<file path="config.mk">
export PLATFORM = sky130hd
export DESIGN_NAME = ps2_rx_chan
export DESIGN_NICKNAME = d
export VERILOG_FILES = /design/src/rtl/ps2_rx_pkg.sv /design/src/rtl/ps2_clk_filter.sv /design/src/rtl/ps2_inhibit_pulse.sv /design/src/rtl/ps2_frame_rx.sv /design/src/rtl/ps2_rx_chan.sv
export SDC_FILE = /design/constraint.sdc
export NUM_CORES = 1
export LEC_CHECK = 0
export ABC_CLOCK_PERIOD_IN_PS = 2200
export BUFFER_PORTS_ARGS = -buffer_cell sky130_fd_sc_hd__clkbuf_2
export CORE_ASPECT_RATIO = 1.1
export CORE_MARGIN = 1.5
export CORE_UTILIZATION = 36
export CTS_CLUSTER_DIAMETER = 200
export DETAILED_ROUTE_END_ITERATION = 8
export PLACE_DENSITY = 0.63
export SETUP_SLACK_MARGIN = 0.05
export SYNTH_ARGS = -nofsm -noshare
export SYNTH_HDL_FRONTEND = slang
export SYNTH_SLANG_ARGS = --single-unit
</file>
<file path="constraint.sdc">
create_clock -name clk -period 2.2 [get_ports clk]
set_clock_uncertainty 0.1 [all_clocks]
set_input_delay 0.66 -clock clk [delete_from_list [all_inputs] [get_ports clk]]
set_output_delay 0.66 -clock clk [all_outputs]
set_load 0.01 [all_outputs]
</file>
<file path="src/rtl/ps2_rx_pkg.sv">
package ps2_rx_pkg;

  typedef enum logic [1:0] {
    PAR_ODD  = 2'b00,
    PAR_EVEN = 2'b01,
    PAR_SKIP = 2'b10,
    PAR_RSV  = 2'b11
  } par_mode_e;

  typedef enum logic [1:0] {
    STP_HIGH = 2'b00,
    STP_LOW  = 2'b01,
    STP_SKIP = 2'b10,
    STP_RSV  = 2'b11
  } stop_mode_e;

  // control word, bits [7:1]
  typedef struct packed {
    logic       filt_en;
    logic       inhibit;
    stop_mode_e stop;
    par_mode_e  par;
    logic       en;
  } ctl_t;

endpackage

</file>
<file path="src/rtl/ps2_clk_filter.sv">
module ps2_clk_filter #(
  parameter int FILT_LEN = 4
) (
  input  logic clk,
  input  logic rst,
  input  logic filt_en,
  input  logic line_i,
  output logic fall_o
);
  localparam int RW = (FILT_LEN > 2) ? $clog2(FILT_LEN) : 1;
  localparam logic [RW-1:0] RUN_LAST = RW'(FILT_LEN - 1);

  logic s1_q, s2_q, filt_q, prev_q;
  logic [RW-1:0] run_q;

  always_ff @(posedge clk) begin
    if (rst) begin
      s1_q   <= 1'b1;
      s2_q   <= 1'b1;
      filt_q <= 1'b1;
      prev_q <= 1'b1;
      run_q  <= '0;
    end else begin
      s1_q   <= line_i;
      s2_q   <= s1_q;
      prev_q <= filt_q;
      if (!filt_en) begin
        filt_q <= s2_q;
        run_q  <= '0;
      end else if (s2_q == filt_q) begin
        run_q <= '0;
      end else if (run_q == RUN_LAST) begin
        filt_q <= s2_q;
        run_q  <= '0;
      end else begin
        run_q <= run_q + 1'b1;
      end
    end
  end

  assign fall_o = prev_q & ~filt_q;

  // with the filter on, an accepted level must match the synchroniser output of the cycle before
  assert_filter_accept_R1: assert property (@(posedge clk) disable iff (rst)
    (filt_en && $past(filt_en) && (filt_q != $past(filt_q))) |-> (filt_q == $past(s2_q)));

endmodule

</file>
<file path="src/rtl/ps2_inhibit_pulse.sv">
module ps2_inhibit_pulse #(
  parameter int CLK_HZ   = 50_000_000,
  parameter int PULSE_US = 100
) (
  input  logic clk,
  input  logic rst,
  input  logic inhibit_i,
  output logic active_o
);
  localparam int PULSE_CYC = (CLK_HZ / 1_000_000) * PULSE_US;
  localparam int CW = $clog2(PULSE_CYC + 1);
  localparam logic [CW-1:0] PULSE_LD = CW'(PULSE_CYC);

  logic          inh_prev_q;
  logic [CW-1:0] cnt_q;
  logic          rise;

  assign rise = inhibit_i & ~inh_prev_q;

  always_ff @(posedge clk) begin
    if (rst) begin
      inh_prev_q <= 1'b0;
      cnt_q      <= '0;
    end else begin
      inh_prev_q <= inhibit_i;
      if (rise)
        cnt_q <= PULSE_LD;
      else if (cnt_q != '0)
        cnt_q <= cnt_q - 1'b1;
    end
  end

  assign active_o = (cnt_q != '0);

  // the remaining count never exceeds the pulse length
  assert_cnt_bound_R3: assert property (@(posedge clk) disable iff (rst)
    cnt_q <= PULSE_LD);

  // a falling edge of the inhibit input never starts a pulse from idle
  assert_no_fall_start_R3: assert property (@(posedge clk) disable iff (rst)
    (!active_o && !inhibit_i) |=> !active_o);

endmodule

</file>
<file path="src/rtl/ps2_frame_rx.sv">
module ps2_frame_rx
  import ps2_rx_pkg::*;
(
  input  logic       clk,
  input  logic       rst,
  input  logic       en,
  input  logic       fall,
  input  logic       din,
  input  par_mode_e  par_mode,
  input  stop_mode_e stop_mode,
  output logic       done_o,
  output logic [7:0] byte_o,
  output logic       perr_o,
  output logic       ferr_o
);
  logic       busy_q;
  logic [3:0] bits_q;
  logic [7:0] sh_q;
  logic       par_q;
  logic       odd_ok;
  logic       perr_n, ferr_n;

  assign odd_ok = (^sh_q) ^ par_q;

  always_comb begin
    unique case (par_mode)
      PAR_ODD:  perr_n = ~odd_ok;
      PAR_EVEN: perr_n = odd_ok;
      default:  perr_n = 1'b0;
    endcase
    unique case (stop_mode)
      STP_HIGH: ferr_n = ~din;
      STP_LOW:  ferr_n = din;
      default:  ferr_n = 1'b0;
    endcase
  end

  always_ff @(posedge clk) begin
    if (rst) begin
      busy_q <= 1'b0;
      bits_q <= '0;
      sh_q   <= '0;
      par_q  <= 1'b0;
      done_o <= 1'b0;
      byte_o <= '0;
      perr_o <= 1'b0;
      ferr_o <= 1'b0;
    end else begin
      done_o <= 1'b0;
      if (!en) begin
        if (busy_q && bits_q == 4'd10) begin
          done_o <= 1'b1;
          byte_o <= sh_q;
          perr_o <= 1'b0;
          ferr_o <= 1'b0;
        end
        busy_q <= 1'b0;
        bits_q <= '0;
      end else if (fall) begin
        if (!busy_q) begin
          if (!din) begin
            busy_q <= 1'b1;
            bits_q <= 4'd1;
          end
        end else if (bits_q < 4'd9) begin
          sh_q   <= {din, sh_q[7:1]};
          bits_q <= bits_q + 4'd1;
        end else if (bits_q == 4'd9) begin
          par_q  <= din;
          bits_q <= 4'd10;
        end else begin
          done_o <= 1'b1;
          byte_o <= sh_q;
          perr_o <= perr_n;
          ferr_o <= ferr_n;
          busy_q <= 1'b0;
          bits_q <= '0;
        end
      end
    end
  end

  // disabling before the parity edge never delivers a byte
  assert_discard_R9: assert property (@(posedge clk) disable iff (rst)
    (!en && busy_q && bits_q < 4'd10) |=> !done_o);

  // disabling after the parity edge delivers the byte with no parity error
  assert_late_keep_R10: assert property (@(posedge clk) disable iff (rst)
    (!en && busy_q && bits_q == 4'd10) |=> (done_o && !perr_o && !ferr_o));

endmodule

</file>
<file path="src/rtl/ps2_rx_chan.sv">
module ps2_rx_chan
  import ps2_rx_pkg::*;
#(
  parameter int CLK_HZ   = 50_000_000,
  parameter int PULSE_US = 100,
  parameter int FILT_LEN = 4
) (
  input  logic       clk,
  input  logic       rst,
  input  logic       ctl_we,
  input  logic [7:1] ctl_wdata,
  input  logic       rx_rd,
  input  logic       ps2_clk_i,
  input  logic       ps2_dat_i,
  output logic       ps2_clk_pull_o,
  output logic [7:0] rx_byte_o,
  output logic       rx_ready_o,
  output logic       par_err_o,
  output logic       frm_err_o
);
  ctl_t       ctl_q;
  logic       d1_q, d2_q;
  logic       fall;
  logic       pulse_act;
  logic       done;
  logic [7:0] f_byte;
  logic       f_perr, f_ferr;

  always_ff @(posedge clk) begin
    if (rst)
      ctl_q <= '0;
    else if (ctl_we)
      ctl_q <= ctl_t'(ctl_wdata);
  end

  always_ff @(posedge clk) begin
    if (rst) begin
      d1_q <= 1'b1;
      d2_q <= 1'b1;
    end else begin
      d1_q <= ps2_dat_i;
      d2_q <= d1_q;
    end
  end

  ps2_clk_filter #(.FILT_LEN(FILT_LEN)) u_filt (
    .clk     (clk),
    .rst     (rst),
    .filt_en (ctl_q.filt_en),
    .line_i  (ps2_clk_i),
    .fall_o  (fall)
  );

  ps2_inhibit_pulse #(.CLK_HZ(CLK_HZ), .PULSE_US(PULSE_US)) u_pulse (
    .clk       (clk),
    .rst       (rst),
    .inhibit_i (ctl_q.inhibit),
    .active_o  (pulse_act)
  );

  ps2_frame_rx u_frame (
    .clk       (clk),
    .rst       (rst),
    .en        (ctl_q.en),
    .fall      (fall),
    .din       (d2_q),
    .par_mode  (ctl_q.par),
    .stop_mode (ctl_q.stop),
    .done_o    (done),
    .byte_o    (f_byte),
    .perr_o    (f_perr),
    .ferr_o    (f_ferr)
  );

  always_ff @(posedge clk) begin
    if (rst) begin
      rx_byte_o      <= '0;
      rx_ready_o     <= 1'b0;
      par_err_o      <= 1'b0;
      frm_err_o      <= 1'b0;
      ps2_clk_pull_o <= 1'b0;
    end else begin
      if (done) begin
        rx_byte_o  <= f_byte;
        rx_ready_o <= 1'b1;
        par_err_o  <= f_perr;
        frm_err_o  <= f_ferr;
      end else if (rx_rd) begin
        rx_ready_o <= 1'b0;
      end
      ps2_clk_pull_o <= pulse_act | (ctl_q.en & rx_ready_o);
    end
  end

  // an enabled channel holding an unread byte pulls the clock low
  assert_hold_pull_R5: assert property (@(posedge clk) disable iff (rst)
    (ctl_q.en && rx_ready_o) |=> ps2_clk_pull_o);

  // a read with no completing frame clears the ready flag
  assert_read_clear_R11: assert property (@(posedge clk) disable iff (rst)
    (rx_rd && !done) |=> !rx_ready_o);

  // a disabled channel never raises the ready flag
  assert_idle_disabled_R8: assert property (@(posedge clk) disable iff (rst)
    (!ctl_q.en && !rx_ready_o && !done) |=> !rx_ready_o);

endmodule

</file>
==> metrics.md, run 1 <==
| Metric | Value |
|---|---|
| Status | finished, final reports clean |
| Commonest cells post-synth | dfxtp_1, nor2_1, mux2i_1 |
| Mux contribution to synthesized area | about 9.7% |
| Total gr overflow | 0 |
| Critical path depth | 4 |
| Crit. Startpoint | u_pulse.cnt_q[2] |
| Initial Utilization | between 30% and 40% |
| Total GRT Usage | between 10 and 15% |
| DR WL/cell | 12.53 um |
| Largest cells by area after synthesis | dfxtp_1, mux2i_1, nor2_1 |
| ANT cells | 0 |
| Simple-gate share of the synthesized area | between 10% and 20% |
| Number of antenna violations at the first check in global routing | 0 |
| Leakage | roughly 1.3 nW |
| Post-Syn Instances | 294 |
| CP cell instances | or4_4, or4_4, a31o_1, a31oi_1 |
| First-pass GRT wire length | approximately 9.3 mm |
| Fraction of layout cells with a size suffix above 1 | between 15 and 20% |
| Drt pass-1 iters | 4 |
| Finished Layout Cells | between 400 and 500 |
| Final period util | 94.35% |
| Crit path capture | u_pulse.cnt_q[9] |
| Setup-failing EPs final | 0 |
| Global-route track usage on met3 | between 3 and 4% |
| Mapped Nets | 313 |
| H-tree lvl count | 3 |
| Post-synthesis sequential area ratio | between 40% and 50% |
| Hold bufs inserted after CTS | 0 |
| Asr flop ratio synth | 0% |
| Root buf cell | clkbuf_8 |
| Placed Cells | about 420 |
| Critical Path Most Common Cell | or4_4 |
| I/O pins | 25 |
| Most frequent cell after synthesis | dfxtp_1 |
| Num Clock Sinks | 66 |
| Buffers on Ports | 24 |
| MaxCap Viol Count | 0 |
| Area leader, netlist | dfxtp_1 |
| Slowest Stage Delay on Critical Path | 590 ps |
| Post-CTS Setup Inserts | 0 |
| Insertion delay to the later sink of the worst-skew pair | roughly 350 ps |
| Pre-CTS WS | 144.2 ps |
| Slowest cell on the critical path | or4_4 |
| Worst Hold Class | reg -> reg |
| Syn Area/Cell | between 9 and 10 um2 |
| Crit-path leading delay family | simple AND/OR/NAND/NOR gates |
| Vias | roughly 2.2k |
| CP Launch Type | flip-flop |
| Worst Hold Slack | ~310 ps |
| Flop-to-flop setup slack | roughly 120 ps |
| Num CTS Buffers | 9 |
| Setup CP Type | reg -> reg |
| Post-synth top area share | 47.27% |
| WP data required | ~2400 ps |
| Placeable Area | around 0.0075 mm2 |
| Count of unique library cells instantiated by Yosys | 47 |
| Nets | about 340 |
| Fin. Hold Viols | 0 |
| RD Place Congestion | approximately 0.81 |
| DR DRC count | 0 |
| Buf/Inv on CP | 0 |
| Main combinational cell family by area after synthesis | simple AND/OR/NAND/NOR gates |
| Worst setup margin | ~120 ps |
| Top_reg_cell synth | dfxtp_1 |
| Reg clk slew, reported paths | roughly 70 ps |
| CTS Buffer Depth | 2 |
| RR Startpoint | u_pulse.cnt_q[2] |
| RSZ-0062 raised after global routing | false |
| Worst reg-to-reg path cell count | 4 |
| Die Wd | about 87 um |
| Worst VDD drop | 577.7 uV |
| HPWL after DPL | about 3.7 mm |
| Number of global-route vias before repair | between 2k and 2.5k |
| Busiest grt layer | met2 |
| WL final | about 5.4 mm |
| Pins Over Slew Limit | 0 |
| Final antenna-violating net count | 0 |
| Worst-path fanout max | 7 |
| Compound-cell area share of the yosys netlist | about 13% |
| R2R Path End | u_pulse.cnt_q[9] |
| Die ar. | a little over 0.008 mm2 |
| Fmax | about 480 MHz |
| Die Y | around 95 um |
| Synthesized cell area | 0.002795 mm2 |
| Synth-to-Final Area Change | 18.67% |
| Largest net degree at the start of global routing | 54 |
| Max-slew headroom | about 55% |
| Fillers | between 700 and 800 |
| Xor/xnor share of the synthesized area | ~3.9% |
| Yosys warns | 0 |
| Via-to-Cell Ratio | between 4 and 5 |
| Setup TNS | 0 ps |
| Crit. End Element | flip-flop |
| Worst path arrival time | approximately 2300 ps |
| Post-synth EDFFs | 0 |
| 1st-iter DRT viols | 87 |
| Overall power | between 3 and 4 mW |
| Rows | 33 |
| Post-Synth Adder-Cell Area | about 2.7% |
| Fin crit period | around 2100 ps |
| Post-CTS sizing | 0 |
| #FFs+latches synth | 66 |
| Grt met1 use | 17.14% |
| Power per cell area | between 1000 and 1500 mW/mm2 |
| M2 GR Usage | approximately a quarter |
| TritonCTS clock tree | built |
| Worst-Margin Slew | roughly 670 ps |
[sequential cells by signal (all words and copies together) (netlist names), 2 cells and up]
name            flops
ctl_q               7
rx_byte_o           8
u_filt.run_q        2
u_frame.bits_q      4
u_frame.byte_o      8
u_frame.sh_q        8
u_pulse.cnt_q      13
[routing by layer]
layer | up-vias | part of all wire (%)
li1 | 1118 | -
met5 | - | 0
met2 | 33 | 48
met4 | 0 | 2.5
met3 | 14 | 2.7
met1 | 992 | 47
[report_power, final]
part	leakage (nW)	internal [mW]	switching, mW	total (mW)
Clock	0.121	0.764	0.506	1.27
Sequential	0.537	1.32	0.124	1.44
Combinational	0.612	0.373	0.452	0.825
Total	1.27	2.46	1.08	3.54
[metrics by stage]
step	utilization (%)	area (um2)
5_1_grt	44.38	3317
2_1_floorplan	-	2795
3_5_place_dp	41.07	3069
6_report	44.38	3317
3_3_place_gp	41.07	3069
4_1_cts	44.38	3317
[layout by cell type, fill, tap and decap left out, types with 4 or more instances in the layout]
master and count:
dfxtp_1 66, nor2_1 36, mux2i_1 27, clkbuf_2 24, a21oi_1 22, o21ai_0 15, inv_1 10, nand3_1 10
clkbuf_8 9, buf_4 9, nand2b_1 7, xnor2_1 7, nor3_1 6, a31oi_1 6, or2_2 6, ha_1 6
or4_1 5, nand3b_1 4
[worst min-delay path by stage]
stage / cells after the start / startpoint / slack, ps / endpoint
6_report: 1 / d1_q / 310 / d2_q
5_1_grt: 1 / d1_q / 330 / d2_q
4_1_cts: 1 / d1_q / 310 / d2_q
3_5_place_dp: 1 / d1_q / 290 / d2_q
3_3_place_gp: 1 / d1_q / 290 / d2_q
2_1_floorplan: 1 / d1_q / 290 / d2_q
[logic make-up (layout without fill, tap and decap cells)]
group                      after synthesis  count (layout)
and+or+nand+nor                         98              98
muxes                                   27              27
adders and majority gates                6               6
xor gates and xnor gates                11              11
AOI/OAI and AO/OA                       61              61
DFF                                     66              66
buffers and inverters                   25              60
[area by class of cell]
type                       instances  area, um2  area share (%)
clock inverter                     7      123.9           3.734
multi-input combinational        203       1371           41.34
clock buffer                       9      123.9           3.734
inverter                          10      37.54           1.132
sequential                        66       1321           39.83
tap                              105      131.4           3.961
timing repair buffer              34      207.7           6.262
(Power assumes the default switching activity.)
==> inputs of run 2 (changes only) <==
--- a/config.mk
+++ b/config.mk
@@ -14,6 +14,8 @@
 export DETAILED_ROUTE_END_ITERATION = 8
 export PLACE_DENSITY = 0.63
 export SETUP_SLACK_MARGIN = 0.05
+export SKIP_CTS_REPAIR_TIMING = 1
 export SYNTH_ARGS = -nofsm -noshare
 export SYNTH_HDL_FRONTEND = slang
+export SYNTH_HIERARCHICAL = 1
 export SYNTH_SLANG_ARGS = --single-unit
==> metrics.md, run 2 <==
| Metric | Value |
|---|---|
| Status | finished, final reports clean |
| Area leader, netlist | dfxtp_1 |
| Max-slew headroom | between 50% and 60% |
| Number of antenna violations at the first check in global routing | 0 |
| Crit. End Element | flip-flop |
| Setup-failing EPs final | 0 |
| Clk network pwr share | between 20% and 30% |
| Final period util | 90.31% |
| First-pass GRT wire length | between 9 and 10 mm |
| Num Clock Sinks | 66 |
| Asr flop ratio synth | 0% |
| Most common cell after layout, fill and taps aside | dfxtp_1 |
| H-tree lvl count | 3 |
| Count of unique library cells instantiated by Yosys | 50 |
| Leakage | about 1.2 nW |
| ANT cells | 0 |
| Power per cell area | roughly 980 mW/mm2 |
| Insertion delay to the later sink of the worst-skew pair | about 340 ps |
| WP data required | between 2000 and 2500 ps |
| Most frequent cell after synthesis | dfxtp_1 |
| Mapped Nets | 320 |
| CP Launch Type | flip-flop |
| Commonest cells after routing, fill and taps aside | dfxtp_1, nor2_1, mux2i_1, clkbuf_2, a21oi_1 |
| WL final | ~5.6 mm |
| Reg clk slew, reported paths | ~70 ps |
| Vias | 2192 |
| Nets | 350 |
| Worst VDD drop | roughly 750 uV |
| Worst-Margin Slew | approximately 700 ps |
| Largest register FFs | 13 |
| 1st-iter DRT viols | between 100 and 150 |
| Yosys warns | 6 |
| Rows | 34 |
| Worst Hold Slack | 309.1 ps |
| Post-synthesis sequential area ratio | 45.85% |
| Placed Area | 0.003123 mm2 |
| Finished Cell Area | between 0.003 and 0.004 mm2 |
| Power Internal | between 2 and 2.5 mW |
| RSZ-0062 raised after global routing | false |
| Number of global-route vias before repair | 2108 |
| Die Wd | 88.30 um |
| Fraction of layout cells with a size suffix above 1 | between 10% and 20% |
| RD Place Congestion | 0.8409 |
| Final antenna-violating net count | 0 |
| Num CTS Buffers | 9 |
| Commonest cells post-synth | dfxtp_1, nor2_1, mux2i_1 |
| Worst-path fanout max | 5 |
| DR DRC count | 0 |
| Initial Utilization | around 37% |
| Register name with the most flops | u_pulse/cnt_q |
| Top_reg_cell synth | dfxtp_1 |
| TritonCTS clock tree | built |
| HPWL after DPL | 3.926 mm |
| Total gr overflow | 0 |
| Syn Area/Cell | just under 10 um2 |
| #FFs+latches synth | 66 |
| Via-to-Cell Ratio | 4.959 |
| Fin crit period | roughly 2000 ps |
| Comb pwr share | about a quarter |
| Worst Hold Class | reg -> reg |
| Fmax | 503.3 MHz |
| Post-Syn Instances | 300 |
| Synthesized cell area | between 0.002 and 0.003 mm2 |
| Overall power | approximately 3.3 mW |
| Die Y | between 90 and 100 um |
| CTS Buffer Depth | 2 |
| Post-synth top area share | ~46% |
| Die ar. | about 0.0086 mm2 |
| Pins Over Slew Limit | 0 |
| MaxCap Viol Count | 0 |
| Largest cells by area after synthesis | dfxtp_1, mux2i_1, nor2_1 |
| Synth-to-Final Area Change | 14.85% |
| Fin. Hold Viols | 0 |
| Worst path arrival time | approximately 2200 ps |
| Setup TNS | 0 ps |
| Net Sw Frac | between 30% and 40% |
| Largest net degree at the start of global routing | 38 |
| Placeable Area | 0.007828 mm2 |
| DR WL/cell | approximately 13 um |
| Buffers on Ports | 24 |
| Total GRT Usage | between 10% and 20% |
| Reg power frac | around 45% |
| I/O pins | 25 |
| Root buf cell | clkbuf_8 |
| Drt pass-1 iters | 4 |
| Setup CP Type | reg -> reg |
| Post-synth EDFFs | 0 |
| Net Switching | between 0.9 and 1 mW |
[run 2: cell types whose count changed after synthesis, moves of 4 or more]
| cell | before | now |
|---|---|---|
| nand2_1 | 3 | 8 |
| clkbuf_1 | 8 | 4 |
| o21ai_0 | 15 | 11 |
| nor2_1 | 36 | 42 |
| nand3_1 | 10 | 14 |
| buf_1 | 5 | 0 |
[run 2: final timing paths]
check | start | endpoint | slack [ps] | cells after the start
setup / recovery | u_pulse/cnt_q[0] | u_pulse/cnt_q[6] | 210 | 6
hold / removal | u_filt/s1_q | u_filt/s2_q | 310 | 1
setup reg to reg | u_pulse/cnt_q[0] | u_pulse/cnt_q[6] | 210 | 6
hold reg to reg | u_filt/s1_q | u_filt/s2_q | 310 | 1
[run 2: power groups by stage]
stage                     logic [mW]  clock network [mW]  registers [mW]
final                          0.821               0.970            1.47
after global routing           0.940                1.06            1.49
after CTS                      0.824                1.00            1.47
after detailed placement       0.820                   0            1.49
after global placement         0.812                   0            1.49
after floorplan                0.673                   0            1.45
[run 2: routing by layer]
layer | GRT usage, % | vias to the layer above | routed length, um
met5 | 0 | - | 0
met4 | 6.490 | 0 | 102
met3 | 5.717 | 9 | 277
met2 | 21.67 | 39 | 2518
met1 | 19.51 | 1017 | 2667
li1 | - | 1127 | -
[run 2: logic make-up after synthesis]
| group | share of synthesized area (%) |
|---|---|
| compound gates | 11.20 |
| simple gates | 22.54 |
| flops | 45.85 |
| fa+ha+maj | 3.039 |
| mux | 10.07 |
| buf+inv | 3.474 |
| xor+xnor | 3.821 |
[run 2: stage by stage]
step,setup WS [ps],instances,util [%]
after CTS,202.8,442,42.26
after global placement,241.2,427,39.90
after global routing,58.96,442,42.28
after floorplan,243.5,300,-
after detailed placement,219.6,427,39.90
final,213.1,442,42.28
[run 2: cell type report]
cell class	count	area, um2
timing repair buffer	32	180.2
clock buffer	12	145.1
sequential	66	1321
inverter	7	26.28
clock inverter	3	40.04
fill	795	4518
multi-input combinational	214	1461
tap	108	135.1
[run 2: critical path: stages (launching register included)]
cell and delay, ps:
dfxtp_1 330, inv_1 110, ha_1 200, or3b_4 400
or3_1 330, or4_1 390, nand2_1 70
==> inputs of run 3 (changes only) <==
--- a/config.mk
+++ b/config.mk
@@ -5,6 +5,7 @@
 export SDC_FILE = /design/constraint.sdc
 export NUM_CORES = 1
 export LEC_CHECK = 0
+export ABC_AREA = 1
 export ABC_CLOCK_PERIOD_IN_PS = 2200
 export BUFFER_PORTS_ARGS = -buffer_cell sky130_fd_sc_hd__clkbuf_2
 export CORE_ASPECT_RATIO = 1.1
@@ -12,7 +13,7 @@
 export CORE_UTILIZATION = 36
 export CTS_CLUSTER_DIAMETER = 200
 export DETAILED_ROUTE_END_ITERATION = 8
-export PLACE_DENSITY = 0.63
+export PLACE_DENSITY = 0.62
 export SETUP_SLACK_MARGIN = 0.05
 export SKIP_CTS_REPAIR_TIMING = 1
 export SYNTH_ARGS = -nofsm -noshare
==> metrics.md, run 3 <==
| Metric | Value |
|---|---|
| Via-to-Cell Ratio | 4.625 |
| Largest cells by area after synthesis | dfxtp_1, nor2_1, nand2_1 |
| Worst VDD drop | about 620 uV |
| Leakage | between 1.5 and 2 nW |
| Mux contribution to synthesized area | 0% |
| Number of global-route vias before repair | 2388 |
| Largest register FFs | 13 |
| Top_reg_cell synth | dfxtp_1 |
| Buffers on Ports | 24 |
| Fraction of layout cells with a size suffix above 1 | between 10% and 20% |
| Placeable Area | 0.008040 mm2 |
| Worst-path fanout max | 12 |
| Max-slew headroom | approximately 70% |
| Num Clock Sinks | 66 |
| Crit path capture | u_frame/sh_q[3] |
| Commonest cells post-synth | nor2_1, nand2_1, dfxtp_1 |
| Setup TNS | 0 ps |
| Crit. Startpoint | u_frame/bits_q[1] |
| Compound-cell area share of the yosys netlist | roughly 14% |
| Fmax | roughly 560 MHz |
| Reg power frac | between 30% and 40% |
| HPWL after DPL | ~4.4 mm |
| Final period util | 81.19% |
| DR WL/cell | between 10 and 15 um |
| MaxCap Viol Count | 0 |
| Worst hold stages | 1 |
| Main combinational cell family by area after synthesis | simple AND/OR/NAND/NOR gates |
| Total gr overflow | 0 |
| Clk network pwr share | just under 30% |
| Final antenna-violating net count | 0 |
| RSZ-0062 raised after global routing | false |
| Worst path arrival time | 1910 ps |
| Worst setup margin | roughly 410 ps |
| Syn Area/Cell | ~7.5 um2 |
| Area leader, netlist | dfxtp_1 |
| Insertion delay to the later sink of the worst-skew pair | between 300 and 400 ps |
| Crit. End Element | flip-flop |
| Power per cell area | 1066 mW/mm2 |
| Pre-CTS WS | about 430 ps |
| Drt pass-1 iters | 4 |
| TritonCTS clock tree | built |
| WL final | roughly 6.0 mm |
| Post-Syn Instances | slightly above 400 |
| Worst reg-to-reg path cell count | 8 |
| H-tree lvl count | 3 |
| Mapped Nets | 424 |
| Rows | 34 |
| Power Internal | about 2.3 mW |
| Fillers | 806 |
| Fin crit period | approximately 1800 ps |
| Count of unique library cells instantiated by Yosys | 36 |
| Commonest cells after routing, fill and taps aside | nor2_1, nand2_1, dfxtp_1, inv_1, a21oi_1 |
| Yosys warns | 6 |
| Synthesized cell area | 0.003030 mm2 |
| CTS Buffer Depth | 2 |
| Simple-gate share of the synthesized area | 29.48% |
| Net Switching | 1.369 mW |
| First-pass GRT wire length | ~11 mm |
| Setup-failing EPs final | 0 |
| Post-synth EDFFs | 0 |
| CP Launch Type | flip-flop |
| Xor/xnor share of the synthesized area | 2.023% |
| Setup CP Type | reg -> reg |
| Pins Over Slew Limit | 0 |
| ANT cells | 0 |
| Fin. Hold Viols | 0 |
| Number of antenna violations at the first check in global routing | 0 |
| Nets | about 450 |
| #FFs+latches synth | 66 |
| Most frequent cell after synthesis | nor2_1 |
| Net Sw Frac | 37.28% |
| Asr flop ratio synth | 0% |
| Die ar. | roughly 0.009 mm2 |
| Status | finished, final reports clean |
| Comb pwr share | about a third |
| Root buf cell | clkbuf_8 |
| 1st-iter DRT viols | 106 |
| RD Place Congestion | ~0.82 |
| Post-synth top area share | a little over two fifths |
| Vias | between 2k and 3k |
| WP data required | around 2300 ps |
| Flop-to-flop setup slack | 410 ps |
| Most common cell after layout, fill and taps aside | nor2_1 |
| Die Wd | 90.48 um |
| Worst Hold Class | reg -> reg |
| RR Startpoint | u_frame/bits_q[1] |
| R2R Path End | u_frame/sh_q[3] |
| Largest net degree at the start of global routing | 20 |
| Num CTS Buffers | 9 |
| Post-Synth Adder-Cell Area | 2.890% |
| Reg clk slew, reported paths | approximately 80 ps |
| Total GRT Usage | around 15% |
| Synth-to-Final Area Change | 13.67% |
| Die Y | slightly below 100 um |
| DR DRC count | 0 |
| Register name with the most flops | u_pulse/cnt_q |
| Worst-Margin Slew | roughly 420 ps |
| I/O pins | 25 |
| Initial Utilization | between 30% and 40% |
| Post-synthesis sequential area ratio | 43.60% |
[run 3: metal layers]
| metal | vias up | part of all wire (%) | GRT usage (%) |
|---|---|---|---|
| met3 | 11 | 4.1 | 3.670 |
| met5 | - | 0 | 0 |
| li1 | 1348 | - | - |
| met1 | 1120 | 51 | 18.71 |
| met4 | 0 | 2.3 | 7.448 |
| met2 | 46 | 42 | 22.67 |
[run 3: power groups by stage]
stage	Clock (mW)	Sequential, mW	Combinational [mW]
after CTS	1.09	1.45	1.16
final	1.06	1.45	1.16
after detailed placement	0	1.48	1.15
after floorplan	0	1.45	0.993
after global placement	0	1.48	1.14
after global routing	1.14	1.47	1.33
[run 3: logic make-up (layout without fill, tap and decap cells)]
family	Yosys count	in the layout
buffers and inverters	55	89
adder cells (fa/ha/maj)	7	7
XOR/XNOR	7	7
AND/OR/NAND/NOR	193	193
AO/OA/AOI/OAI	76	76
flip-flops	66	66
[run 3: worst max-delay path: stages (launching register included)]
cell     delay (ps)
dfxtp_1         430
inv_1           100
ha_1            240
a21oi_4         200
inv_1           110
nand2_2         180
inv_1           120
o21ai_0         150
a21oi_1          50
[run 3: how the worst min path moves through the flow]
| stage | from | endpoint | slack, ps |
|---|---|---|---|
| global route | d1_q | d2_q | 340 |
| global placement | d1_q | d2_q | 290 |
| detailed placement | u_filt/s1_q | u_filt/s2_q | 300 |
| finish | u_filt/s1_q | u_filt/s2_q | 310 |
| CTS | u_filt/s1_q | u_filt/s2_q | 310 |
| floorplan | d1_q | d2_q | 290 |
[run 3: cell type report]
class | instances | area, um2 | area share [%]
Multi-Input combinational cell | 283 | 1468 | 42.61
Sequential cell | 66 | 1321 | 38.36
Inverter | 48 | 182.7 | 5.303
Clock buffer | 10 | 137.6 | 3.996
Tap cell | 108 | 135.1 | 3.923
Timing Repair Buffer | 25 | 127.6 | 3.705
Clock inverter | 6 | 72.57 | 2.107
[run 3: through the flow]
| step | std cells | area (um2) | hold slack [ps] | power [mW] | util, % |
|---|---|---|---|---|---|
| after floorplan | 404 | 3030 | 289.5 | 2.440 | - |
| after CTS | 546 | 3445 | 312.3 | 3.698 | 42.84 |
| after detailed placement | 530 | 3234 | 296.4 | 2.632 | 40.23 |
| final | 546 | 3445 | 311.3 | 3.673 | 42.84 |
| after global routing | 546 | 3445 | 343.1 | 3.940 | 42.84 |
| after global placement | 530 | 3234 | 291.9 | 2.616 | 40.23 |
